--- config.mk ---
export PLATFORM = sky130hd
export DESIGN_NAME = interval_timer_unit
export DESIGN_NICKNAME = d
export VERILOG_FILES = /design/src/rtl/timer_pkg.sv /design/src/rtl/tb_counter.sv /design/src/rtl/pit_counter.sv /design/src/rtl/fit_detect.sv /design/src/rtl/timer_regs.sv /design/src/rtl/interval_timer_unit.sv
export SDC_FILE = /design/constraint.sdc
export NUM_CORES = 1
export LEC_CHECK = 0
export BUFFER_PORTS_ARGS = -buffer_cell sky130_fd_sc_hd__buf_2
export CORE_ASPECT_RATIO = 1.5
export CORE_MARGIN = 4
export CORE_UTILIZATION = 51
export CTS_CLUSTER_SIZE = 25
export DETAILED_ROUTE_END_ITERATION = 6
export GPL_TIMING_DRIVEN = 0
export PLACE_DENSITY = 0.7
export SYNTH_ARGS = -nofsm -noshare
export SYNTH_HDL_FRONTEND = slang
export SYNTH_SLANG_ARGS = --single-unit
--- constraint.sdc ---
create_clock -name clk -period 5.1 [get_ports clk]
set_clock_uncertainty 0.1 [all_clocks]
set_input_delay 0.765 -clock clk [delete_from_list [all_inputs] [get_ports clk]]
set_output_delay 0.765 -clock clk [all_outputs]
set_load 0.02 [all_outputs]
--- src/rtl/timer_pkg.sv ---
package timer_pkg;

    localparam int DATA_W   = 32;
    localparam int TB_W     = 2 * DATA_W;
    localparam int PIT_W    = 32;
    localparam int ADDR_W   = 3;
    localparam int FIT_N    = 4;
    localparam int FIT_BASE = 9;
    localparam int FIT_STEP = 4;
    localparam int SEL_W    = $clog2(FIT_N);

    localparam logic [ADDR_W-1:0] A_TB_LO  = 3'd0;
    localparam logic [ADDR_W-1:0] A_TB_HI  = 3'd1;
    localparam logic [ADDR_W-1:0] A_PIT    = 3'd2;
    localparam logic [ADDR_W-1:0] A_CTRL   = 3'd3;
    localparam logic [ADDR_W-1:0] A_STATUS = 3'd4;

    // Control register layout, LSB last in the declaration.
    typedef struct packed {
        logic [SEL_W-1:0] fit_sel;
        logic             auto_rl;
        logic             fit_ie;
        logic             pit_ie;
    } ctrl_t;

    localparam int CTRL_W = $bits(ctrl_t);

    typedef struct packed {
        logic fit;
        logic pit;
    } stat_t;

    typedef struct packed {
        logic              we;
        logic [ADDR_W-1:0] addr;
        logic [DATA_W-1:0] data;
    } wreq_t;

    function automatic int fit_tap(input int idx);
        return FIT_BASE + idx * FIT_STEP;
    endfunction

    function automatic logic hits(input wreq_t w, input logic [ADDR_W-1:0] a);
        return w.we && (w.addr == a);
    endfunction

endpackage

--- src/rtl/tb_counter.sv ---
module tb_counter
    import timer_pkg::*;
(
    input  logic            clk,
    input  logic            rst,
    input  logic            tick_en,
    input  wreq_t           wreq,
    output logic [TB_W-1:0] tb_q,
    output logic            inc_ok
);
    localparam int HALF = TB_W / 2;

    logic wr_lo, wr_hi;

    always_comb begin
        wr_lo  = hits(wreq, A_TB_LO);
        wr_hi  = hits(wreq, A_TB_HI);
        inc_ok = tick_en && !wr_lo && !wr_hi;
    end

    always_ff @(posedge clk) begin
        if (rst) begin
            tb_q <= '0;
        end else if (wr_lo) begin
            tb_q[HALF-1:0] <= wreq.data[HALF-1:0];
        end else if (wr_hi) begin
            tb_q[TB_W-1:HALF] <= wreq.data[HALF-1:0];
        end else if (inc_ok) begin
            tb_q <= tb_q + TB_W'(1);
        end
    end
endmodule

--- src/rtl/pit_counter.sv ---
module pit_counter
    import timer_pkg::*;
(
    input  logic             clk,
    input  logic             rst,
    input  logic             tick_en,
    input  logic             auto_rl,
    input  wreq_t            wreq,
    output logic [PIT_W-1:0] count_q,
    output logic             evt
);
    logic [PIT_W-1:0] reload_q;
    logic             load;
    logic             step;
    logic             last;

    always_comb begin
        load = hits(wreq, A_PIT);
        step = tick_en && !load && (count_q != '0);
        last = (count_q == PIT_W'(1));
        evt  = step && last;
    end

    always_ff @(posedge clk) begin
        if (rst) begin
            count_q  <= '0;
            reload_q <= '0;
        end else if (load) begin
            count_q  <= wreq.data[PIT_W-1:0];
            reload_q <= wreq.data[PIT_W-1:0];
        end else if (step) begin
            if (last && auto_rl) begin
                count_q <= reload_q;
            end else begin
                count_q <= count_q - PIT_W'(1);
            end
        end
    end
endmodule

--- src/rtl/fit_detect.sv ---
module fit_detect
    import timer_pkg::*;
(
    input  logic [TB_W-1:0]  tb_q,
    input  logic             inc_ok,
    input  logic [SEL_W-1:0] sel,
    output logic             evt
);
    logic [FIT_N-1:0] rise;

    // An increment turns bit TAP from 0 to 1 exactly when all lower bits are 1.
    for (genvar i = 0; i < FIT_N; i++) begin : g_tap
        localparam int TAP = fit_tap(i);
        assign rise[i] = (&tb_q[TAP-1:0]) & ~tb_q[TAP];
    end

    assign evt = inc_ok && rise[sel];
endmodule

--- src/rtl/timer_regs.sv ---
module timer_regs
    import timer_pkg::*;
(
    input  logic  clk,
    input  logic  rst,
    input  wreq_t wreq,
    input  logic  pit_evt,
    input  logic  fit_evt,
    output ctrl_t ctrl_q,
    output stat_t stat_q
);
    stat_t clr;
    stat_t set;

    always_comb begin
        clr = '0;
        if (hits(wreq, A_STATUS)) begin
            clr = stat_t'(wreq.data[$bits(stat_t)-1:0]);
        end
        set.pit = pit_evt;
        set.fit = fit_evt;
    end

    always_ff @(posedge clk) begin
        if (rst) begin
            ctrl_q <= '0;
            stat_q <= '0;
        end else begin
            if (hits(wreq, A_CTRL)) begin
                ctrl_q <= ctrl_t'(wreq.data[CTRL_W-1:0]);
            end
            // A new event overrides a clear on the same edge.
            stat_q <= (stat_q & ~clr) | set;
        end
    end
endmodule

--- src/rtl/interval_timer_unit.sv ---
module interval_timer_unit
    import timer_pkg::*;
(
    input  logic              clk,
    input  logic              rst,
    input  logic              tick_en,
    input  logic              wr_en,
    input  logic [ADDR_W-1:0] addr,
    input  logic [DATA_W-1:0] wdata,
    output logic [DATA_W-1:0] rdata,
    output logic              pit_irq,
    output logic              fit_irq
);
    wreq_t            wreq;
    logic [TB_W-1:0]  tb_q;
    logic             inc_ok;
    logic [PIT_W-1:0] pit_count;
    logic             pit_evt;
    logic             fit_evt;
    ctrl_t            ctrl_q;
    stat_t            stat_q;

    assign wreq.we   = wr_en;
    assign wreq.addr = addr;
    assign wreq.data = wdata;

    tb_counter u_tb (
        .clk     (clk),
        .rst     (rst),
        .tick_en (tick_en),
        .wreq    (wreq),
        .tb_q    (tb_q),
        .inc_ok  (inc_ok)
    );

    pit_counter u_pit (
        .clk     (clk),
        .rst     (rst),
        .tick_en (tick_en),
        .auto_rl (ctrl_q.auto_rl),
        .wreq    (wreq),
        .count_q (pit_count),
        .evt     (pit_evt)
    );

    fit_detect u_fit (
        .tb_q    (tb_q),
        .inc_ok  (inc_ok),
        .sel     (ctrl_q.fit_sel),
        .evt     (fit_evt)
    );

    timer_regs u_regs (
        .clk     (clk),
        .rst     (rst),
        .wreq    (wreq),
        .pit_evt (pit_evt),
        .fit_evt (fit_evt),
        .ctrl_q  (ctrl_q),
        .stat_q  (stat_q)
    );

    always_comb begin
        unique case (addr)
            A_TB_LO:  rdata = tb_q[DATA_W-1:0];
            A_TB_HI:  rdata = tb_q[TB_W-1:DATA_W];
            A_PIT:    rdata = DATA_W'(pit_count);
            A_CTRL:   rdata = DATA_W'(ctrl_q);
            A_STATUS: rdata = DATA_W'(stat_q);
            default:  rdata = '0;
        endcase
    end

    assign pit_irq = stat_q.pit & ctrl_q.pit_ie;
    assign fit_irq = stat_q.fit & ctrl_q.fit_ie;
endmodule

# Yosys cells after proc, flatten, opt, wreduce, memory -nomap -nowiden
# Index checks and enable logic that the tools add are counted.
classes:
  addsub: 2
  order_cmp: 1
  n_eq_ne: 6
  muxes: 11
  bitwise_logic: 14
  n_reduce_logical: 26
ops:
  columns: ["operator", "count"]
  rows:
  - ["32-bit two-way mux", 6]
  - ["32-bit case mux with 5 select lines", 1]
  - ["64-bit by 1-bit adder with 64-bit output, second input constant", 1]
  - ["64-bit two-way mux", 1]
  - ["32-bit by 1-bit == test with 1-bit output, second input constant", 1]
  - ["32-bit nonzero test", 1]
  - ["32-bit by 1-bit subtractor with 32-bit output, second input constant", 1]
  - ["21-bit AND reduction", 1]
  - ["17-bit AND reduction", 1]
  - ["13-bit AND reduction", 1]
  - ["1-bit logical AND", 12]
  - ["9-bit AND reduction", 1]
  - ["1-bit bitwise AND", 6]
  - ["3-bit by 2-bit == test with 1-bit output, second input constant", 2]
  - ["2-bit nonzero test", 3]
  - ["1-bit inverter", 5]
  - ["2-bit AND reduction", 2]
  - ["3-bit by 1-bit == test with 1-bit output, second input constant", 1]
  - ["3-bit == test, second input constant", 1]
  - ["1-bit zero test", 3]
  - ["3-bit zero test", 1]
  - ["2-bit by 3-bit < comparator with 1-bit output, second input constant", 1]
  - ["2-bit bitwise AND", 1]
  - ["1-bit binary-select mux with 2-bit select", 1]
  - ["5 further kinds", 5]
word_totals:
  regBits: 135
  inputBits: 39
  output_inout_bits: 34
  elab_cells: 70

# Longest topological paths before layout
depth:
  word_depth: 8
  ltp_mapped: 11
  ltp_nobuf: 9

# By module
# From an unflattened synthesis, not the netlist that was laid out.
unflattened:
  hier_cells: 1157
  hier_area_um2: 8907.3
modules_own_cells:
  columns: ["mod", "instances", "cells_per_inst", "area_each_um2", "seq_area_each_um2"]
  rows:
  - ["tb_counter", 1, 512, 3986.3, 1281.2]
  - ["pit_counter", 1, 451, 3484.6, 1281.2]
  - ["interval_timer_unit", 1, 145, 1007.2, 0.0]
  - ["timer_regs", 1, 32, 322.8, 140.1]
  - ["fit_detect", 1, 17, 106.4, 0.0]

# Worst setup path before layout
# Ideal clock, no wire load.
synth_path:
  path_kind: "input-to-output"
  start: "in addr[0]"
  end: "out rdata[10]"
  arrival_ns: 2.176
  slack_ns: 2.059
  path_stages: 6
  cell_sequence: "buf_1 nor2b_1 clkbuf_1 clkbuf_1 a21oi_1 nor2_1"
synth_via:
  elab_chain_len: 2
  elab_cells_between_ends: 6
synth_lines:
  columns: ["element", "line", "source"]
  rows:
  - ["from (decl)", "interval_timer_unit.sv:8", "input logic [ADDR_W-1:0] addr,"]
  - ["3-bit == test, or another cell as far along", "interval_timer_unit.sv:64", "unique case (addr)"]
  - ["32-bit case mux with 5 select lines *", "interval_timer_unit.sv:64", null]
  - ["to (decl)", "interval_timer_unit.sv:10", "output logic [DATA_W-1:0] rdata,"]
# Mark *: on every way between the ends. The rest lies on a longest branch, timed or not.

# Final worst setup path
layout_path:
  start: "in addr[0]"
  end: "out rdata[27]"
# The elaborated chain is that of the path after synthesis.

==> flow_summary.json <==
{
  "crit_fanout": 10,
  "r2r-end": "u_pit.count_q[7]",
  "fin_util": 0.595,
  "fmax_mhz": 257,
  "viasPerCell": 6.50,
  "crit_path_start_kind": "input port",
  "first_pass_iters": 6,
  "syn2layout_area_growth_pct": 14.6,
  "worstPathArrival_ns": 3.02,
  "worst-path-buf-inv": 5,
  "die_w_um": 113,
  "synth-seq-cells": 135,
  "cts_resized": 0,
  "synth_cells": 1149,
  "antenna_found_initial": 0,
  "h-tree-depth": 4,
  "postCtsSetupRepairBufs": 0,
  "seq_area_frac_synth": 0.322,
  "ys_warn_count": 0,
  "grt_pass1_wl_mm": 53.1,
  "grt_overflow": 0,
  "final_max_slew_viol_count": 0,
  "fin_tns_setup_ns": 0,
  "drive_gt1_frac": 0.107,
  "synth_top_area_frac": 0.322,
  "hp-start": "u_pit.reload_q[4]",
  "total_power_mw": 3.62,
  "path_clk_slew_ns": 0.06,
  "worstPathCellList": "buf_2, buf_1, nor2b_1, clkbuf_1, clkbuf_1, a21oi_1, nor2_1, buf_2",
  "syn_avg_cell_area_um2": 7.31,
  "grt_util_met2": 0.626,
  "placed_cells": 1427,
  "holdPathEnd": "u_pit.reload_q[4]",
  "use_met1": 0.441,
  "hold_path_class": "reg -> reg",
  "cts_tree": "yes",
  "syn-num-nets": 1194,
  "setup_viol": 0,
  "wirelength_mm": 35.3,
  "start_util": 0.519,
  "drtIter0Drc": 982,
  "synth_edf_count": 0,
  "hold-worst-slack_ns": 0.355,
  "p_leak_nw": 3.44,
  "grt_max_degree": 17,
  "tightest_slew_ns": 1.19,
  "grt_pass1_vias": 8988,
  "rsz0062_at_grt": "no",
  "fill_cells": 1571,
  "synth_area_um2": 8400,
  "cp_slowest_cell": "buf_1",
  "routed-via-count": 9487,
  "root_buffer": "clkbuf_16",
  "rows": 57,
  "yosysMostFrequentCell": "nor2_1",
  "core-area_um2": 16200,
  "top_usage_layer": "met2",
  "synth_cell_types": 67,
  "cts.path.max_buffers": 2,
  "boundaryPins": 73,
  "synth_area_leaders": "dfxtp_1, nor2_1, a21oi_1",
  "maxCapViolCount": 0,
  "clk-insertion-delay-late_ns": 0.44,
  "numCtsBuffers": 17,
  "r2r_slack_ns": 1.62,
  "regArea_um2": 2700,
  "critPathCaptureType": "output port",
  "synth_largest_area_cell": "dfxtp_1",
  "fin_cells": 1460,
  "reg2regPathDepth": 8,
  "post-route-min-period_ns": 3.89,
  "p_per_area_nw_per_um2": 376,
  "max_stage_delay_ns": 0.51,
  "hold_viol_final": 0,
  "status": "completed",
  "wl_per_cell_um": 24.2,
  "hold_buffers": 0,
  "dieHeight_um": 165,
  "use_met3": 0.0609,
  "crit_type": "in -> out",
  "cts_sinks": 135,
  "gp_congestion": 1.02,
  "slew_headroom": 0.200,
  "async_flop_share": 0,
  "nets": 1286,
  "netlist_top_cells_count": "nor2_1, dfxtp_1, nand2_1, a21oi_1, clkbuf_1",
  "synth_ff_type": "dfxtp_1",
  "fin_crit_sh": 0.763,
  "drc": 0,
  "ant_nets": 0,
  "port_buffers": 71,
  "critPathTopFamily": "buffers and inverters",
  "die-area_um2": 18600,
  "reg2reg_from": "u_pit.count_q[20]",
  "vdd_ir_drop_max_mv": 0.241,
  "cp.required_ns": 4.24,
  "multi_input_area_um2": 5230,
  "hold_depth": 2,
  "diodes": 0,
  "track_usage": 0.376,
  "dp_hpwl_mm": 27.1
}
[per-layer routing]
layer / routed length, um / part of all wire
met1: 13400 / 0.38
met5: 0 / 0
met4: 2650 / 0.075
met3: 2740 / 0.077
met2: 16600 / 0.47
[sequential cells by signal, summed over array words and instances (netlist names)]
name            cells
u_regs.ctrl_q       5
u_regs.stat_q       2
u_tb.tb_q          64
u_pit.reload_q     32
u_pit.count_q      32
[layout by cell type, fill, tap and decap left out, types with 32 or more instances in the layout]
cell type / synthesis / layout
nor2_1: 186 / 186
a21oi_1: 115 / 115
dfxtp_1: 135 / 135
nand2_1: 128 / 128
o21ai_0: 32 / 32
a211oi_1: 49 / 49
xnor2_1: 32 / 32
nand3_1: 45 / 45
buf_2: 5 / 77
nor3_1: 39 / 39
clkbuf_1: 81 / 82
mux2i_1: 36 / 36
[report_power, final]
| group | internal (mW) | switching, mW |
|---|---|---|
| Clock | 0.748 | 0.540 |
| Sequential | 1.14 | 0.142 |
| Combinational | 0.375 | 0.678 |
[cell type report]
cell class,instances,share of cell area
Inverter,20,0.00780
Timing Repair Buffer,73,0.0385
Clock inverter,13,0.0165
Sequential cell,135,0.281
Tap cell,206,0.0268
Clock buffer,19,0.0460
Multi-Input combinational cell,900,0.543
Buffer,94,0.0404
[tightest hold or removal path, stage by stage, from the launching register on]
cell and delay, ns:
dfxtp_1 0.31, nand2_1 0.05, a21oi_1 0.05
[worst max path at each step]
stage	from	to	slack, ns	cells after the start
global route	addr[0]	rdata[24]	1.05	8
floorplan	addr[0]	rdata[10]	2.06	6
finish	addr[0]	rdata[27]	1.21	8
detailed placement	addr[2]	u_tb.tb_q[4]	0.98	9
CTS	addr[0]	rdata[27]	1.27	8
global placement	addr[2]	u_tb.tb_q[4]	1.01	9
[metrics by stage]
stage	worst slack (ns)	cell area, um^2
2_1_floorplan	2.06	8400
3_5_place_dp	0.984	9020
4_1_cts	1.27	9620
3_3_place_gp	1.01	9010
5_1_grt	1.05	9630
6_report	1.21	9630
[logic make-up (layout without fill, tap and decap cells)]
group,count (synthesis),count (layout),share of synthesized area
muxes,39,39,0.0509
DFF,135,135,0.322
buffers and inverters,114,219,0.0553
and+or+nand+nor,510,510,0.281
AOI/OAI and AO/OA,305,305,0.241
xor gates and xnor gates,40,40,0.0417
adders and majority gates,6,6,0.00894
Note: power is estimated with default switching activity, not from simulation.
